`src/rtl/cmpskip_pkg.sv`:
```
package cmpskip_pkg;

  typedef enum logic [1:0] {
    PH_Q1 = 2'd0,
    PH_Q2 = 2'd1,
    PH_Q3 = 2'd2,
    PH_Q4 = 2'd3
  } qphase_e;

  typedef enum logic [1:0] {
    OP_NONE = 2'd0,
    OP_GT   = 2'd1,
    OP_LT   = 2'd2
  } cmp_op_e;

  localparam int          INSTR_W = 16;
  localparam int          OPC_W   = 7;
  localparam logic [6:0]  OPC_GT  = 7'b0110010;
  localparam logic [6:0]  OPC_LT  = 7'b0110000;

endpackage

```
`src/rtl/cmpskip_decode.sv`:
```
module cmpskip_decode
  import cmpskip_pkg::*;
#(
  parameter int              FW        = 8,
  parameter int              BW        = 4,
  parameter logic [FW-1:0]   ACC_SPLIT = 8'h60,
  parameter logic [FW-1:0]   LIT_MAX   = 8'h5F
) (
  input  logic                 clk,
  input  logic                 rst_n,
  input  logic [1:0]           q_ph,
  input  logic                 instr_valid,
  input  logic [INSTR_W-1:0]   instr,
  input  logic                 hold,
  input  logic [BW-1:0]        bank_sel,
  input  logic                 ext_mode,
  input  logic [FW+BW-1:0]     idx_base,
  output cmp_op_e              op_o,
  output logic [FW+BW-1:0]     addr_o
);

  localparam int             AW       = FW + BW;
  localparam logic [BW-1:0]  SFR_BANK = {BW{1'b1}};
  localparam logic [BW-1:0]  LOW_BANK = {BW{1'b0}};

  qphase_e              ph;
  logic [FW-1:0]        ffield;
  logic                 abit;
  logic [OPC_W-1:0]     opc;
  cmp_op_e              op_dec;
  logic [AW-1:0]        addr_dec;
  cmp_op_e              op_d, op_q;
  logic [AW-1:0]        addr_d, addr_q;
  logic                 latch_en;

  assign ph     = qphase_e'(q_ph);
  assign ffield = instr[FW-1:0];
  assign abit   = instr[FW];
  assign opc    = instr[INSTR_W-1:FW+1];

  // opcode field
  always_comb begin
    if (opc == OPC_GT)      op_dec = OP_GT;
    else if (opc == OPC_LT) op_dec = OP_LT;
    else                    op_dec = OP_NONE;
  end

  // effective data address
  always_comb begin
    if (abit)
      addr_dec = {bank_sel, ffield};
    else if (ext_mode && (ffield <= LIT_MAX))
      addr_dec = idx_base + {LOW_BANK, ffield};
    else if (ffield < ACC_SPLIT)
      addr_dec = {LOW_BANK, ffield};
    else
      addr_dec = {SFR_BANK, ffield};
  end

  assign latch_en = (ph == PH_Q1);

  always_comb begin
    op_d   = op_q;
    addr_d = addr_q;
    if (latch_en) begin
      op_d   = (instr_valid && !hold) ? op_dec : OP_NONE;
      addr_d = addr_dec;
    end
  end

  always_ff @(posedge clk or negedge rst_n) begin
    if (!rst_n) begin
      op_q   <= OP_NONE;
      addr_q <= '0;
    end else if (latch_en) begin
      op_q   <= op_d;
      addr_q <= addr_d;
    end
  end

  assign op_o   = op_q;
  assign addr_o = addr_q;


  foreign_word_chk: assert property (@(posedge clk) disable iff (!rst_n)
    (ph == PH_Q1 && instr_valid && opc != OPC_GT && opc != OPC_LT) |=> (op_q == OP_NONE));


  hold_blocks_chk: assert property (@(posedge clk) disable iff (!rst_n)
    (ph == PH_Q1 && hold) |=> (op_q == OP_NONE));

endmodule

```
`src/rtl/cmpskip_compare.sv`:
```
module cmpskip_compare
  import cmpskip_pkg::*;
#(
  parameter int DW = 8,
  parameter int PW = 4
) (
  input  logic                 clk,
  input  logic                 rst_n,
  input  logic [1:0]           q_ph,
  input  cmp_op_e              op_i,
  input  logic [DW-1:0]        w_reg,
  input  logic [DW-1:0]        rf_rdata,
  input  logic [PW-1:0]        next_hi,
  input  logic [(1<<PW)-1:0]   tw_mask,
  output logic                 rd_en_o,
  output logic                 cond_o,
  output logic                 tw_o
);

  localparam int NPFX = 1 << PW;

  qphase_e          ph;
  logic [DW-1:0]    opnd_d, opnd_q;
  logic [DW:0]      diff;
  logic             borrow, zero, hit;
  logic             cond_d, cond_q;
  logic             tw_d, tw_q;
  logic [NPFX-1:0]  pfx_hit;
  logic             rd_en;

  assign ph = qphase_e'(q_ph);

  for (genvar k = 0; k < NPFX; k++) begin : g_pfx
    assign pfx_hit[k] = tw_mask[k] & (next_hi == PW'(k));
  end

  assign rd_en = (op_i != OP_NONE) && (ph == PH_Q2);

  // subtraction: operand minus working register
  always_comb begin
    diff   = {1'b0, opnd_q} - {1'b0, w_reg};
    borrow = diff[DW];
    zero   = (diff[DW-1:0] == '0);
    case (op_i)
      OP_GT:   hit = !borrow && !zero;
      OP_LT:   hit = borrow;
      default: hit = 1'b0;
    endcase
  end

  always_comb begin
    opnd_d = rd_en ? rf_rdata : opnd_q;
    cond_d = cond_q;
    tw_d   = tw_q;
    if (ph == PH_Q3) begin
      cond_d = hit;
      tw_d   = |pfx_hit;
    end
  end

  always_ff @(posedge clk or negedge rst_n) begin
    if (!rst_n) begin
      opnd_q <= '0;
      cond_q <= 1'b0;
      tw_q   <= 1'b0;
    end else begin
      if (rd_en)         opnd_q <= opnd_d;
      if (ph == PH_Q3) begin
        cond_q <= cond_d;
        tw_q   <= tw_d;
      end
    end
  end

  assign rd_en_o = rd_en;
  assign cond_o  = cond_q;
  assign tw_o    = tw_q;


  equal_no_skip_chk: assert property (@(posedge clk) disable iff (!rst_n)
    (ph == PH_Q3 && opnd_q == w_reg) |=> !cond_q);


  gt_needs_above_chk: assert property (@(posedge clk) disable iff (!rst_n)
    (ph == PH_Q3 && op_i == OP_GT && opnd_q < w_reg) |=> !cond_q);


  rd_only_q2_chk: assert property (@(posedge clk) disable iff (!rst_n)
    rd_en |-> (ph == PH_Q2));

endmodule

```
`src/rtl/cmpskip_skipctl.sv`:
```
module cmpskip_skipctl
  import cmpskip_pkg::*;
#(
  parameter int MAX_DROP = 2
) (
  input  logic        clk,
  input  logic        rst_n,
  input  logic [1:0]  q_ph,
  input  logic        cond_i,
  input  logic        tw_i,
  output logic        skip_req_o,
  output logic        nop_slot_o,
  output logic        skip_2w_o
);

  localparam int CW = $clog2(MAX_DROP + 1);
  localparam logic [CW-1:0] ONE_DROP = CW'(1);
  localparam logic [CW-1:0] ALL_DROP = CW'(MAX_DROP);

  qphase_e        ph;
  logic [CW-1:0]  slots_d, slots_q;
  logic           skip_req;

  assign ph       = qphase_e'(q_ph);
  assign skip_req = cond_i && (ph == PH_Q4);

  always_comb begin
    slots_d = slots_q;
    if (ph == PH_Q4) begin
      if (skip_req)
        slots_d = tw_i ? ALL_DROP : ONE_DROP;
      else if (slots_q != '0)
        slots_d = slots_q - ONE_DROP;
    end
  end

  always_ff @(posedge clk or negedge rst_n) begin
    if (!rst_n)
      slots_q <= '0;
    else if (ph == PH_Q4)
      slots_q <= slots_d;
  end

  assign skip_req_o = skip_req;
  assign nop_slot_o = (slots_q != '0);
  assign skip_2w_o  = (slots_q == ALL_DROP);


  skip_then_nop_chk: assert property (@(posedge clk) disable iff (!rst_n)
    skip_req |=> nop_slot_o);


  nop_rise_q1_chk: assert property (@(posedge clk) disable iff (!rst_n)
    $rose(nop_slot_o) |-> (ph == PH_Q1));


  nop_fall_q1_chk: assert property (@(posedge clk) disable iff (!rst_n)
    $fell(nop_slot_o) |-> (ph == PH_Q1));


  two_word_in_nop_chk: assert property (@(posedge clk) disable iff (!rst_n)
    skip_2w_o |-> nop_slot_o);


  skip_q4_chk: assert property (@(posedge clk) disable iff (!rst_n)
    skip_req |-> (ph == PH_Q4));

endmodule

```
`src/rtl/cmpskip_exec.sv`:
```
module cmpskip_exec
  import cmpskip_pkg::*;
#(
  parameter int             FW        = 8,
  parameter int             BW        = 4,
  parameter int             DW        = 8,
  parameter int             PW        = 4,
  parameter logic [FW-1:0]  ACC_SPLIT = 8'h60,
  parameter logic [FW-1:0]  LIT_MAX   = 8'h5F
) (
  input  logic                 clk,
  input  logic                 rst_n,
  input  logic [1:0]           q_ph,
  input  logic                 instr_valid,
  input  logic [15:0]          instr,
  input  logic [DW-1:0]        w_reg,
  input  logic [BW-1:0]        bank_sel,
  input  logic                 ext_mode,
  input  logic [FW+BW-1:0]     idx_base,
  input  logic [PW-1:0]        next_word_hi,
  input  logic [(1<<PW)-1:0]   tw_mask,
  input  logic [DW-1:0]        rf_rdata,
  output logic [FW+BW-1:0]     rf_addr,
  output logic                 rf_rd_en,
  output logic                 skip_req,
  output logic                 nop_slot,
  output logic                 skip_2w
);

  localparam int MAX_DROP = 2;

  cmp_op_e  op;
  logic     cond, tw;

  cmpskip_decode #(
    .FW(FW), .BW(BW), .ACC_SPLIT(ACC_SPLIT), .LIT_MAX(LIT_MAX)
  ) u_decode (
    .clk(clk), .rst_n(rst_n), .q_ph(q_ph),
    .instr_valid(instr_valid), .instr(instr), .hold(nop_slot),
    .bank_sel(bank_sel), .ext_mode(ext_mode), .idx_base(idx_base),
    .op_o(op), .addr_o(rf_addr)
  );

  cmpskip_compare #(.DW(DW), .PW(PW)) u_compare (
    .clk(clk), .rst_n(rst_n), .q_ph(q_ph), .op_i(op),
    .w_reg(w_reg), .rf_rdata(rf_rdata),
    .next_hi(next_word_hi), .tw_mask(tw_mask),
    .rd_en_o(rf_rd_en), .cond_o(cond), .tw_o(tw)
  );

  cmpskip_skipctl #(.MAX_DROP(MAX_DROP)) u_skipctl (
    .clk(clk), .rst_n(rst_n), .q_ph(q_ph),
    .cond_i(cond), .tw_i(tw),
    .skip_req_o(skip_req), .nop_slot_o(nop_slot), .skip_2w_o(skip_2w)
  );


  phase_step_chk: assert property (@(posedge clk) disable iff (!rst_n)
    q_ph == $past(q_ph) + 2'd1);


  no_read_in_nop_chk: assert property (@(posedge clk) disable iff (!rst_n)
    nop_slot |-> !rf_rd_en);

endmodule

```
`config.mk`:
```
export PLATFORM = sky130hd
export DESIGN_NAME = cmpskip_exec
export DESIGN_NICKNAME = d
export VERILOG_FILES = /design/src/rtl/cmpskip_pkg.sv /design/src/rtl/cmpskip_decode.sv /design/src/rtl/cmpskip_compare.sv /design/src/rtl/cmpskip_skipctl.sv /design/src/rtl/cmpskip_exec.sv
export SDC_FILE = /design/constraint.sdc
export NUM_CORES = 1
export LEC_CHECK = 0
export BUFFER_PORTS_ARGS = -buffer_cell sky130_fd_sc_hd__buf_2
export CAP_MARGIN = 0
export CORE_AREA = 10 10 92 70
export DETAILED_ROUTE_END_ITERATION = 10
export DIE_AREA = 0 0 102 80
export PLACE_DENSITY = 0.79
export SETUP_SLACK_MARGIN = 0.2
export SLEW_MARGIN = 5
export SYNTH_ARGS = -nofsm -noshare
export SYNTH_HDL_FRONTEND = slang
export SYNTH_HIERARCHICAL = 1
export SYNTH_SLANG_ARGS = --single-unit
```
`constraint.sdc`:
```
create_clock -name clk -period 2.2 [get_ports clk]
set_input_delay 0.11 -clock clk [delete_from_list [all_inputs] [get_ports clk]]
set_output_delay 0.11 -clock clk [all_outputs]
set_load 0.01 [all_outputs]
```
After elaboration in Yosys (flattened, before gate mapping) --
Index checks and enable logic that the tools add are counted. Widths: inputs -> output; s select.
Cells by class: $add $sub $neg 3, $lt $le $gt $ge 2, equality and inequality tests 23, multiplexer cells 10, bitwise operators 16, reductions and logical operators 16
Operator list (count):
- $mux 12 | 3
- $eq 4x4->1 const B | 8
- $and 1x1->1 | 16
- $eq 4x3->1 const B | 4
- $reduce_or 16->1 | 1
- $eq 7x6->1 const B | 2
- $add 12x8->12 | 1
- $mux 2 | 6
- $sub 8x8->9 | 1
- $eq 2x2->1 const B | 4
- $eq 4x2->1 const B | 2
- $le 8x7->1 const B | 1
- $logic_not 8->1 | 1
- $lt 8x7->1 const B | 1
- $reduce_bool 2->1 | 3
- $logic_and 1x1->1 | 5
- $eq 2x1->1 const B | 2
- $eq 4x1->1 const B | 1
- $logic_not 4->1 | 1
- $logic_not 1->1 | 3
- $logic_not 2->1 | 1
- $pmux 1 s2 | 1
- $reduce_and 2->1 | 1
- $sub 2x1->2 const B | 1
Word-level totals: flip-flop bits (word level) 26, input bits 74, output and inout port bits 16

Logic depth before layout (Yosys ltp) --
Gate-level depths: netlist of run 1.
word-level depth 5, gate-level depth with buffers 9, depth with buffers taken out 9

Hierarchy --
The synthesis of run 1 kept the hierarchy.
Modules (own cells, without submodules):
- cmpskip_decode | times used 1, cells an instance 138, area each 1148.6 µm²
- cmpskip_compare | times used 1, cells an instance 94, area each 942.2 µm²
- cmpskip_skipctl | times used 1, cells an instance 17, area each 156.4 µm²

Least setup slack after synthesis of run 1 --
No wires, ideal clock.
path kind reg-to-reg, start point register u_compare.opnd_q[0], end point register u_compare.cond_q, in the netlist u_compare/cond_o, setup time 0.149 ns, data arrival time 1.747 ns, required time 2.051 ns, setup slack 0.304 ns, stages on the path, launching flop included 9, path buffers 0, period minus slack after synthesis 1.896 ns, cell sequence dfrtp_1 -> inv_1 -> ha_1 -> fa_1 -> nand2b_1 -> a21oi_1 -> a31oi_1 -> a2111oi_0 -> a41oi_1
On the way: cells in the longest elaborated chain, start to end 5, elaborated cells on any way between the ends 6, classes of those cells add/sub (1); mux (1); reduce/logical (4)
RTL lines:
- from (decl) | line cmpskip_compare.sv:23 | logic [DW-1:0] opnd_d, opnd_q;
- from (signal assigned) | line cmpskip_compare.sv:67 | if (rd_en) opnd_q <= opnd_d;
- $sub 8x8->9 * | line cmpskip_compare.sv:41 | diff = {1'b0, opnd_q} - {1'b0, w_reg};
- $logic_not 8->1 | line cmpskip_compare.sv:43 | zero = (diff[DW-1:0] == '0);
- $logic_not 1->1 | line cmpskip_compare.sv:45 | OP_GT: hit = !borrow && !zero;
- $logic_and 1x1->1 | line cmpskip_compare.sv:45
- $pmux 1 s2 * | line cmpskip_compare.sv:44 | case (op_i)
- to (signal assigned) | line cmpskip_compare.sv:69 | cond_q <= cond_d;
- to (decl) | line cmpskip_compare.sv:26 | logic cond_d, cond_q;
Mark *: on every way between the ends. The rest lies on a longest branch, timed or not. A chain may end at the register's enable or synchronous reset.

Final worst setup path of run 1 --
Ends and elaborated chain as after synthesis.

==> metrics.md, run 1 <==
| Metric | Value |
|---|---|
| Outcome | completed |
| Final instance area | 2850 um^2 |
| Placed cells | 390 |
| Critical path's largest stage delay | 0.40 ns |
| Power, Total | about 1.4 mW |
| Arrival time at the worst endpoint | 2.13 ns |
| DR vias | 2121 |
| Setup violators final | 0 |
| Register bit count reported by yosys | 26 |
| Antenna Nets Post-Route | 0 |
| Final Cycle Share | 90.8% |
| Worst r2r src | u_compare/opnd_q[0]$_DFFE_PN0P_ |
| Clock sinks | 26 |
| Max Clock Freq | 500 MHz |
| CP max-delay cell | fa_2 |
| DR WL met3 | between 500 and 600 um |
| Synth warnings | 6 |
| WHS Path Cells | 3 |
| Register Area | 651 um^2 |
| Clock slew at reported path FFs | ~0.080 ns |
| FILL cells | between 400 and 500 |
| Post-Synthesis Cells | 249 |
| Worst Min Path Start | rf_rdata[1] |
| Top Ports | 90 |
| Number of port buffers | 89 |
| Max Used Layer | met4 |
| Diode count | 0 |
| Initial DRC Count | 90 |
| Yosys top cell by area | dfrtp_1 |
| RePlAce Congestion | ~0.9 |
| Pin count of the biggest net entering global routing | 27 |
| Initial core utilization | 48.0% |
| Worst VDD drop | 0.000234 V |
| Critical Path Fanout Max | 3 |
| CP Cell Sequence | inv_2 -> ha_4 -> fa_2 -> nand2b_4 -> a21oi_4 -> a21o_1 -> a21oi_2 -> a311oi_2 -> a41oi_1 |
| NumNets Final | 437 |
| Post-synthesis sequential area ratio | 29.0% |
| Leakage | about 1.5 nW |
| Area of the multi-input gates | 1540 um^2 |
| Row cnt | 21 |
| Fin util | slightly above 60% |
| Die width | 102 um |
| Synth Flop Type | dfrtp_1 |
| Reg2Reg Setup Slack | ~0.2 ns |
| Worst clock skew | between 0.002 and 0.003 ns |
| Syn Nets | 346 |
| RSZ-0062 raised after global routing | true |
| Reg2reg path depth | 9 |
| Die area | 8160 um^2 |
| Worst Hold Class | primary input to flip-flop |
| Die height | approximately 80 um |
| WL met1 | 2.70 mm |
| Final wirelength | 5.82 mm |
| Pre-antenna DRT Iters | 4 |
| Minimum clock period | 2.00 ns |
| Synthesized cell area | 2250 um^2 |
| CORE AREA | 4680 um^2 |
| Hold Crit Endpoint | u_compare/opnd_q[1]$_DFFE_PN0P_ |
| All-Layer GR Usage | 14.1% |
| CTS tree | yes |
| RR Endpoint | u_compare/cond_o$_DFFE_PN0N_ |
| Grt total ovfl | 0 |
| Maximum Capacitance Violations | 0 |
| Slew Viols, Final | 0 |
| Placed cell area | 2740 um^2 |
| Worst skew pair latency | 0.26 ns |
| First-pass GRT wire length | 9.68 mm |
| Area contributors post-synth | dfrtp_1, ha_1, mux4_1, o21ai_0, a21oi_1 |
| Post-synth EDFFs | 0 |
| Worst setup margin | 0.202 ns |
| Met2 Routed Length | 2.52 mm |
| Routed length per instance | 14.7 um |
| Vias in the first global route | roughly 2200 |
| Synth cell types | 53 |
| CTS root buf | clkbuf_8 |
| Number of remaining DRC errors | 0 |
| Ys async rst share | 100% |
| Setup TNS | 0 ns |
| PwrDens | 490 nW/um^2 |
| Synthesized area per cell | 9.02 um^2 |
| Worst hold margin | 0.0467 ns |
| Final Hold Vio Count | 0 |
| Area share of the largest cell type after synthesis | 29.0% |
| CP Capture Type | flip-flop |
| Slew headroom | around 60% |
| Share of layout cells above drive strength 1 | 34.9% |
| Antenna violations before repair | 0 |
| DP Wirelength | 4.91 mm |
| Worst slew pin tran | roughly 0.59 ns |
| CP Launch Type | flip-flop |
| Pre-CTS setup slack | 0.0600 ns |
| Total CTS buffers | 3 |
| Via/cell ratio | 5.37 |
| WS Path Type | flip-flop to flip-flop |
| Longest Clk Path Bufs | 2 |
| Fin cells | between 300 and 400 |
| Area delta synth->final | 26.8% |
| CP required | 2.33 ns |
| H-tree Lvls | 1 |
cells in the mapped netlist, drive strengths merged (5+ instances only):
cell type,number
a21oi,20
and3,5
dfrtp,26
ha,21
inv,21
mux2,7
mux2i,7
mux4,5
nand2,19
nand2b,7
nand3,8
nor2,15
nor2b,7
o21ai,25
xor2,7
metal layers:
metal | track usage, % | vias to the layer above
met2 | 22.1 | 82
met5 | 0 | -
met3 | 5.71 | 2
li1 | - | 1073
met1 | 18.2 | 964
met4 | 1.69 | 0
worst max-delay path by stage:
stage / cells after the start / from / end
2_1_floorplan: 8 / u_compare/opnd_q[0]$_DFFE_PN0P_ / u_compare/cond_o$_DFFE_PN0N_
4_1_cts: 8 / u_compare/opnd_q[0]$_DFFE_PN0P_ / u_compare/cond_o$_DFFE_PN0N_
3_3_place_gp: 8 / u_compare/opnd_q[0]$_DFFE_PN0P_ / u_compare/cond_o$_DFFE_PN0N_
6_report: 9 / u_compare/opnd_q[0]$_DFFE_PN0P_ / u_compare/cond_o$_DFFE_PN0N_
5_1_grt: 9 / u_compare/opnd_q[0]$_DFFE_PN0P_ / u_compare/cond_o$_DFFE_PN0N_
3_5_place_dp: 8 / u_compare/opnd_q[0]$_DFFE_PN0P_ / u_compare/cond_o$_DFFE_PN0N_
registers in the layout (all words and copies together) (netlist names):
name and flops:
u_decode/addr_o 12, u_compare/opnd_q 8, u_decode/op_o 2, u_skipctl/slots_q 2
u_compare/cond_o 1, u_compare/tw_o 1
report_power, final:
group          switching, mW  total, mW  leakage, nW  internal, mW
logic                  0.288      0.558         1.12         0.269
clock network          0.139      0.262       0.0216         0.122
registers             0.0380      0.578        0.322         0.540
logic make-up (layout without fill, tap and decap cells):
logic type | after synthesis | count (layout) | share of synthesized area (%)
muxes | 19 | 19 | 12.5
AOI/OAI and AO/OA | 65 | 65 | 17.9
buffers and inverters | 27 | 116 | 4.90
xor gates and xnor gates | 10 | 10 | 3.90
and+or+nand+nor | 79 | 79 | 18.4
DFF | 26 | 26 | 29.0
adders and majority gates | 23 | 23 | 13.5
critical path, delay by kind of cell (launching register included):
family	cells	cell delay, ns
AOI/OAI and AO/OA	5	0.73
adders and majority gates	2	0.56
buffers and inverters	1	0.06
DFF	1	0.37
and+or+nand+nor	1	0.16
layout by cell type (no fill, tap or decap), types with 4 or more instances in the layout:
master	Yosys	layout
xor2_1	7	7
nor3_1	4	4
buf_2	1	89
nand2_1	18	18
o21ai_0	21	20
nor2b_1	7	7
mux2_2	6	6
o21ai_1	4	5
nand3_1	8	8
ha_1	21	20
a21oi_1	19	17
mux2i_1	7	7
and2_1	4	4
nand2b_1	7	6
mux4_1	4	4
dfrtp_1	26	26
nor2_1	15	15
inv_1	21	20
area by class of cell:
type | count | area share (%)
Sequential cell | 26 | 22.8
Multi-Input combinational cell | 196 | 53.9
Inverter | 21 | 2.77
Timing Repair Buffer | 92 | 16.5
Tap cell | 57 | 2.50
Clock buffer | 3 | 1.45
repair_timing:
item / 4_1_cts / 5_1_grt
buffers inserted: 0 / 1
setup endpoints to repair: 1 / 1
hold endpoints to repair: 26 / 0
gates resized for setup: 2 / 10
hold buffers: 1 / 0
pin swaps: 0 / 6
Power figures use the tool's default switching activity.
==> inputs of run 2 (changes only) <==
- CORE_AREA: 10 10 92 70 -> 10 10 90 72
- DIE_AREA: 0 0 102 80 -> 0 0 100 82
==> metrics.md, run 2 (same netlist as run 1, synthesis figures left out) <==
| Metric | Value |
|---|---|
| CP required | 2.34 ns |
| CTS root buf | clkbuf_8 |
| Diode count | 0 |
| CP Launch Type | flip-flop |
| All-Layer GR Usage | 14.4% |
| DP Wirelength | 5.00 mm |
| Die area | 8200 um^2 |
| Clock slew at reported path FFs | 0.09 ns |
| Max reg flops | 12 |
| Worst VDD drop | 0.000261 V |
| Initial core utilization | around 47% |
| First-pass GRT wire length | 9.76 mm |
| Leakage | 1.47 nW |
| Critical Path Fanout Max | 3 |
| CP Cell Sequence | inv_2 -> ha_4 -> fa_2 -> nand2b_4 -> a21oi_4 -> a31oi_4 -> a2111oi_4 -> a41oi_1 |
| GRT met3 Usage | under 10% |
| Worst Hold Class | primary input to flip-flop |
| Worst setup margin | 0.164 ns |
| Reg2Reg Setup Slack | about 0.16 ns |
| CORE AREA | approximately 4800 um^2 |
| CP max-delay cell | fa_2 |
| Grt total ovfl | 0 |
| Setup violators final | 0 |
| Antenna Nets Post-Route | 0 |
| Final wirelength | 6.08 mm |
| Most used routing layer | met2 |
| DR vias | ~2100 |
| Arrival time at the worst endpoint | 2.18 ns |
| Top Ports | 90 |
| Total CTS buffers | 3 |
| Pre-CTS setup slack | roughly 0.12 ns |
| Longest Clk Path Bufs | 2 |
| Worst slew pin tran | 0.599 ns |
| Most frequent cells in the layout | buf_2, dfrtp_1, inv_1, o21ai_0, ha_1 |
| Row cnt | 22 |
| Initial DRC Count | between 100 and 150 |
| RR Endpoint | u_compare/cond_o$_DFFE_PN0N_ |
| RSZ-0062 raised after global routing | true |
| Minimum clock period | 2.04 ns |
| Antenna violations before repair | 0 |
| Reg2reg path depth | 8 |
| Via/cell ratio | approximately 5.3 |
| Clock sinks | 26 |
| Slew Viols, Final | 0 |
| Area delta synth->final | 28.0% |
| Max Clock Freq | 491 MHz |
| Number of port buffers | 89 |
| Worst r2r src | u_compare/opnd_q[0]$_DFFE_PN0P_ |
| Slew headroom | 60.1% |
| Outcome | completed |
| H-tree Lvls | 1 |
| Commonest non-fill, non-tap cell in the layout | buf_2 |
| Maximum Capacitance Violations | 0 |
| Critical path's largest stage delay | 0.39 ns |
| Pin count of the biggest net entering global routing | 27 |
| Pre-antenna DRT Iters | 4 |
| Worst Min Path Start | instr[10] |
| WHS Path Cells | 2 |
| Met2 GRT Util | 23.0% |
| Power, Total | 1.42 mW |
| Worst clock skew | around 0.0033 ns |
| Met1 Use GR | 17.8% |
| Fin util | 60.4% |
| Die height | 82 um |
| Hold Crit Endpoint | u_decode/op_o[1]$_DFFE_PN0N_ |
| Number of remaining DRC errors | 0 |
| WS Path Type | flip-flop to flip-flop |
| Worst skew pair latency | 0.27 ns |
| Final Hold Vio Count | 0 |
| Setup TNS | 0 ns |
| FILL cells | ~430 |
| PwrDens | 492 nW/um^2 |
| Die width | roughly 100 um |
| CTS tree | yes |
| RePlAce Congestion | between 0.8 and 0.9 |
| CP Capture Type | flip-flop |
| Vias in the first global route | 2129 |
| NumNets Final | 437 |
| Share of layout cells above drive strength 1 | 34.9% |
| Final Cycle Share | between 90% and 100% |
| Routed length per instance | 15.3 um |
## run 2: changes by cell type in the layout (fill, tap and decap cells not counted)
cell       before  now
a2111oi_2       1    0
a2111oi_4       0    1
a21oi_1        17   18
a21oi_2         2    1
a311oi_1        0    1
a311oi_2        1    0
a31oi_1         1    0
a31oi_4         1    2
nor3_1          4    3
nor3_2          0    1
## run 2: final cells by class
cell class,count,area (um^2),area share [%]
Clock buffer,3,41.3,1.44
Inverter,21,78.8,2.74
Tap cell,60,75.1,2.61
Sequential cell,26,651,22.6
Timing Repair Buffer,92,470,16.4
Multi-Input combinational cell,196,1560,54.2
## run 2: how the worst max path moves through the flow
stage,end,depth (start not counted),start
finish,u_compare/cond_o$_DFFE_PN0N_,8,u_compare/opnd_q[0]$_DFFE_PN0P_
global route,u_compare/cond_o$_DFFE_PN0N_,8,u_compare/opnd_q[0]$_DFFE_PN0P_
CTS,u_compare/cond_o$_DFFE_PN0N_,8,u_compare/opnd_q[0]$_DFFE_PN0P_
detailed placement,u_compare/cond_o$_DFFE_PN0N_,8,u_compare/opnd_q[0]$_DFFE_PN0P_
global placement,u_compare/cond_o$_DFFE_PN0N_,8,u_compare/opnd_q[0]$_DFFE_PN0P_
floorplan,u_compare/cond_o$_DFFE_PN0N_,8,u_compare/opnd_q[0]$_DFFE_PN0P_
## run 2: worst max-delay path, delay by kind of cell (launching register included)
family / cells / cell delay, ns
AO/OA/AOI/OAI: 4 / 0.80
AND/OR/NAND/NOR: 1 / 0.16
adder cells (fa/ha/maj): 2 / 0.55
buffers and inverters: 1 / 0.05
flip-flops: 1 / 0.34
## run 2: where the power goes
part | internal (mW) | total (mW) | switching [mW]
Sequential | 0.540 | 0.578 | 0.0384
Clock | 0.123 | 0.271 | 0.148
Combinational | 0.272 | 0.566 | 0.294
Total | 0.935 | 1.42 | 0.481
## run 2: what timing repair did
| action | CTS | global route |
|---|---|---|
| gates resized for setup | 3 | 11 |
| setup endpoints to repair | 1 | 1 |
| pin swaps | 0 | 5 |
| hold buffers | 1 | 0 |
| setup buffers | 0 | 1 |
| hold endpoints to repair | 26 | 0 |
## run 2: layer usage
| metal | vias to the layer above | part of all wire (%) |
|---|---|---|
| met4 | 0 | 1.3 |
| li1 | 1071 | - |
| met1 | 949 | 43 |
| met3 | 7 | 9.1 |
| met2 | 66 | 47 |
| met5 | - | 0 |
## run 2: per-stage QoR
step           hold WS [ns]  cells  area, um^2
4_1_cts              0.0315    397        2810
2_1_floorplan        -0.186    249        2250
6_report             0.0369    398        2880
3_3_place_gp          0.162    393        2740
5_1_grt              0.0216    398        2880
3_5_place_dp          0.167    393        2740
